### src/rtl/prio_irq_ctrl.sv
module prio_irq_ctrl #(
  parameter int N = 8
) (
  input  logic       clk,
  input  logic       rst_n,
  input  logic [1:0] addr,
  input  logic       wr,
  input  logic [7:0] wdata,
  output logic [7:0] rdata,
  input  logic [7:0] irq_in,
  output logic       irq_out,
  input  logic       inta,
  output logic [7:0] vector
);
  localparam int IW = $clog2(N);

  typedef enum logic [1:0] {S_IDLE, S_BASE, S_CASC, S_MODE} seq_t;

  logic [N-1:0] pend, insvc, blk, lvl, in_q;
  logic [7:0]   base, casc;
  logic         mode86, want_mode, show_isr;
  seq_t         seq;

  function automatic logic [IW:0] first_set(input logic [N-1:0] v);
    first_set = '0;
    for (int i = N - 1; i >= 0; i--)
      if (v[i]) first_set = {1'b1, IW'(i)};
  endfunction

  wire cmd_wr   = wr && addr == 2'd0;
  wire dat_wr   = wr && addr == 2'd1;
  wire trg_wr   = wr && addr == 2'd2;
  wire init_go  = cmd_wr && wdata[4];
  wire sel_cmd  = cmd_wr && !wdata[4] && wdata[3] && wdata[1];
  wire eoi      = cmd_wr && wdata == 8'h20;

  wire [IW:0]  top_isr = first_set(insvc);
  wire [N-1:0] above   = top_isr[IW] ? (N'(1) << top_isr[IW-1:0]) - N'(1) : '1;
  wire [N-1:0] elig    = pend & ~blk & above;
  wire [IW:0]  win     = first_set(elig);

  assign irq_out = seq == S_IDLE && |elig;
  wire   ack_hit = inta && irq_out;

  wire [IW-1:0] vsel = ack_hit ? win[IW-1:0] : IW'(N - 1);
  assign vector = !inta ? 8'h00
                : mode86 ? {base[7:IW], vsel}
                : base + 8'(vsel);

  always_comb begin
    case (addr)
      2'd0:    rdata = show_isr ? insvc : pend;
      2'd1:    rdata = blk;
      2'd2:    rdata = lvl;
      default: rdata = casc;
    endcase
  end

  for (genvar g = 0; g < N; g++) begin : g_line
    wire rise = irq_in[g] && !in_q[g];
    wire take = ack_hit && win[IW-1:0] == IW'(g);
    always_ff @(posedge clk) begin
      if (!rst_n)
        pend[g] <= 1'b0;
      else if (lvl[g])
        pend[g] <= irq_in[g];
      else
        pend[g] <= irq_in[g] && (pend[g] || rise) && !take;
    end
  end

  always_ff @(posedge clk) begin
    if (!rst_n) in_q <= '0;
    else        in_q <= irq_in;
  end

  always_ff @(posedge clk) begin
    if (!rst_n) begin
      insvc <= '0;
    end else if (init_go) begin
      insvc <= '0;
    end else begin
      logic [N-1:0] nx;
      nx = insvc;
      if (eoi && top_isr[IW]) nx[top_isr[IW-1:0]] = 1'b0;
      if (ack_hit)            nx[win[IW-1:0]]     = 1'b1;
      insvc <= nx;
    end
  end

  always_ff @(posedge clk) begin
    if (!rst_n) begin
      seq       <= S_IDLE;
      blk       <= '1;
      lvl       <= '0;
      base      <= 8'h00;
      casc      <= 8'h00;
      mode86    <= 1'b0;
      want_mode <= 1'b0;
      show_isr  <= 1'b0;
    end else begin
      if (trg_wr) lvl <= wdata;
      if (init_go) begin
        seq       <= S_BASE;
        want_mode <= wdata[0];
        mode86    <= 1'b0;
        show_isr  <= 1'b0;
      end else if (sel_cmd) begin
        show_isr  <= wdata[0];
      end
      if (dat_wr) begin
        case (seq)
          S_BASE: begin base <= wdata; seq <= S_CASC; end
          S_CASC: begin casc <= wdata; seq <= want_mode ? S_MODE : S_IDLE; end
          S_MODE: begin mode86 <= wdata[0]; seq <= S_IDLE; end
          default: blk <= wdata;
        endcase
      end
    end
  end


  one_new_isr_chk: assert property (@(posedge clk) disable iff (!rst_n)
    $countones(insvc & ~$past(insvc)) <= 1);


  init_quiet_chk: assert property (@(posedge clk) disable iff (!rst_n)
    init_go |=> !irq_out);


  spur_keep7_chk: assert property (@(posedge clk) disable iff (!rst_n)
    (inta && !irq_out && !cmd_wr) |=> insvc[N-1] == $past(insvc[N-1]));


  mask_block_chk: assert property (@(posedge clk) disable iff (!rst_n)
    irq_out |-> |(pend & ~blk));


  eoi_one_chk: assert property (@(posedge clk) disable iff (!rst_n)
    (eoi && !inta && |insvc) |=> $countones(insvc) + 1 == $countones($past(insvc)));


  init_clr_chk: assert property (@(posedge clk) disable iff (!rst_n)
    init_go |=> insvc == '0);
endmodule

### config.mk
export PLATFORM = sky130hd
export DESIGN_NAME = prio_irq_ctrl
export DESIGN_NICKNAME = d
export VERILOG_FILES = /design/src/rtl/prio_irq_ctrl.sv
export SDC_FILE = /design/constraint.sdc
export NUM_CORES = 1
export LEC_CHECK = 0
export ABC_AREA = 1
export ABC_CLOCK_PERIOD_IN_PS = 4750
export BUFFER_PORTS_ARGS = -buffer_cell sky130_fd_sc_hd__buf_2
export CAP_MARGIN = 20
export CORE_MARGIN = 4
export CORE_UTILIZATION = 60
export CTS_BUF_LIST = sky130_fd_sc_hd__clkbuf_8
export DETAILED_ROUTE_END_ITERATION = 12
export PLACE_DENSITY_LB_ADDON = 0.12
export SLEW_MARGIN = 20
export SYNTH_ARGS = -nofsm -noshare
export SYNTH_HDL_FRONTEND = slang
export SYNTH_SLANG_ARGS = --single-unit
### constraint.sdc
create_clock -name clk -period 4.75 [get_ports clk]
set_input_delay 0.2375 -clock clk [delete_from_list [all_inputs] [get_ports clk]]
set_output_delay 0.2375 -clock clk [all_outputs]
set_load 0.02 [all_outputs]
==> results_dict.tcl <==
set metrics [dict create \
    arrival_ps 4040 \
    ir_drop_mv 0.2317 \
    cts_root_buf "clkbuf_8" \
    grt_pass1_wl_um 14480 \
    drt_first_pass_iters 5 \
    status "complete, no violations" \
    yosys_warnings 0 \
    seq_power_share_pct 48.8 \
    tightest_slew_ps 917.7 \
    wl_per_cell_um 14.53 \
    final_hold_viol_count 0 \
    cts_resized 0 \
    grt_usage_pct 28.66 \
    rsz0062_at_grt "no" \
    fillers 456 \
    wirelength_um 8686 \
    vias 3267 \
    finClkSkew_ps 7.066 \
    syn_avg_cell_area_um2 6.783 \
    synth_cell_types 38 \
    antenna_found_initial 0 \
    synth_top_family_by_area "simple AND/OR/NAND/NOR gates" \
    synth_area_mm2 0.003269 \
    drive_above_1_share_pct 19.32 \
    cap_violations 0 \
    yosysSeqAreaShare_pct 37.35 \
    endpoint_kind "primary output" \
    worstPathRequired_ps 4510 \
    top_usage_layer "met2" \
    gp_congestion 0.9688 \
    cts_buffers 9 \
    multiInputGateArea_mm2 0.001698 \
    p_clk_share_pct 38.2 \
    start_kind "flop" \
    reg2regPathDepth 22 \
    drtIter0Drc 282 \
    slowest_delay_ps 440 \
    synthToLayoutAreaGrowth_pct 13.13 \
    leakagePower_nw 1.747 \
    ant_nets 0 \
    final_util_pct 71.06 \
    gr-total-overflow 0 \
    cts_tree "yes" \
    globalRouteMet3Util_pct 5.154 \
    die_w_um 81.82 \
    pwr_density_cell_mw_per_mm2 298.0 \
    pwr-share-comb_pct 13.0 \
    final.period_utilization_pct 89.98 \
    p_sw_uw 315.3 \
    path_class "reg2out" \
    grt_max_degree 42 \
    post_cts_buffers 0 \
    p_sw_share_pct 28.61 \
    fin_nets 550 \
    intPower_uw 786.9 \
    netlist.area_leader.share_pct 37.35 \
    grt_pass1_vias 3033 \
    use_met2_pct 45.15 \
    path_clk_slew_ps 70 \
    synth_top_cell_by_area "dfxtp_1" \
    die_area_mm2 0.006694 \
    die_y_um 81.82 \
    final.min_clock_period_ps 4274 \
    gr-usage-met1_pct 38.49 \
    cts_buffer_depth 2 \
    ys_ff_latch 61 \
    path_common_cell "nand2_1" \
    coreArea_mm2 0.005205 \
    slew_headroom_pct 38.59 \
    port_buffers 38 \
    synth.top_cells.by_area "dfxtp_1 (37%), nand2_1 (13%), inv_1 (7.7%), a21oi_1 (7.0%), o21ai_0 (6.1%)" \
    yosys.area_share.simple_pct 33.07 \
    drc_errors 0 \
    pin_count 39 \
    hold_buffers 0 \
    muxShareOfSynthArea_pct 0 \
    clkSinkCount 61 \
    num_antenna_cells 0 \
    avgViaCountPerCell 5.463 \
    rows 26 \
    holdPathStages 3 \
    synthAdderAreaFrac_pct 2.143 \
    synth.net_count 509 \
    regArea_mm2 0.001221 \
    hpwl_um 6479 \
    initial_core_util_pct 62.81 \
    worstHoldPathType "in2reg" \
    synth_compound_area_share_pct 16.72 \
    clk_latency_ps 340 \
    slowest_stage "dfxtp_1" \
    fmax_ghz 0.2340 \
    setup_viol 0 \
    synth_xor_area_share_pct 0 \
    crit_fanout 5 \
    setup_tns_ps 0 \
    htreeDepth 3 \
    report.final.slew_viol_count 0 \
    finalPower_mw 1.102 \
    synth_cells 482 \
]
==> sequential cells by signal (all words and copies together), names as in the netlist, 2 cells and up <==
register and count:
base 8, blk 8, casc 8, in_q 8, insvc 8, lvl 8
pend 8, seq 2
==> cells in the mapped netlist <==
master     number
nor2_4          3
a21boi_1        1
nor2_1         39
nand2_1       111
nor2_8          1
inv_1          67
nand4_2         1
nor3b_1         1
dfxtp_1        61
nor4_1          2
o31ai_1         2
nand2_4         5
a31oi_1         1
inv_2          12
nor3_2          1
a211oi_1        2
buf_1           2
nand3_4         1
a21oi_1        46
inv_4           2
ha_1            4
a21oi_4         1
o211ai_1        1
o2111ai_1       1
nand4_1        12
clkbuf_1        7
or2_2           1
and3_1          1
a21oi_2         4
nor3_1          8
nor2_2          4
o21ai_1         1
nand2_2         8
nand3_1        21
nand3_2         4
fa_1            1
clkinv_1        2
o21ai_0        40
==> layout by cell type (no fill, tap or decap), drive strengths merged, types with 9 or more instances in the layout <==
| cell type | count |
|---|---|
| nand2 | 124 |
| inv | 82 |
| dfxtp | 61 |
| a21oi | 51 |
| nor2 | 47 |
| o21ai | 41 |
| buf | 39 |
| nand3 | 26 |
| nand4 | 13 |
| clkbuf | 11 |
| nor3 | 9 |
==> final timing paths <==
kind | start | end | slack [ps]
min | irq_in[2] | in_q[2] | 100
max | insvc[0] | vector[6] | 480
min reg2reg | base[3] | base[3] | 480
max reg2reg | insvc[0] | pend[6] | 2240
==> cells by family after synthesis <==
kind of cell | Yosys count
AND/OR/NAND/NOR | 224
flip-flops | 61
buffers and inverters | 92
AO/OA/AOI/OAI | 100
adder cells (fa/ha/maj) | 5
==> power by group through the flow <==
stage	clock (mW)	combinational (mW)	sequential, mW
after floorplan	0	0.0978	0.546
after global placement	0	0.140	0.549
after detailed placement	0	0.142	0.549
after CTS	0.421	0.142	0.538
after global routing	0.443	0.160	0.540
final	0.421	0.143	0.538
==> stage by stage <==
step | worst slack (ps) | hold slack, ps | cells | cell area, um^2
2_1_floorplan | 1063 | 353.2 | 482 | 3269
3_3_place_gp | 961.5 | 443.1 | 582 | 3521
3_5_place_dp | 900.9 | 453.9 | 582 | 3521
4_1_cts | 508.5 | 99.88 | 598 | 3699
5_1_grt | 75.62 | 105.4 | 598 | 3699
6_report | 475.7 | 102.0 | 598 | 3699
==> metal layers <==
layer	vias up	routed length [um]	share of wire (%)
met5	-	0	0
li1	1632	-	-
met1	1501	3873	45
met4	0	204	2.3
met2	116	3998	46
met3	18	608	7.0
==> cell type report <==
class	count	share of cell area (%)
Multi-Input combinational cell	329	45.91
Sequential cell	61	33.02
Inverter	83	8.559
Timing Repair Buffer	39	5.345
Clock buffer	11	4.093
Tap cell	70	2.368
Clock inverter	5	0.7104
==> critical path: cells and delay by family (launching register included) <==
family,cells,cell delay [ps]
compound gates,2,200
fa+ha+maj,3,790
buf+inv,6,520
flops,1,440
simple gates,21,1770
Note: power is estimated with default switching activity, not from simulation.
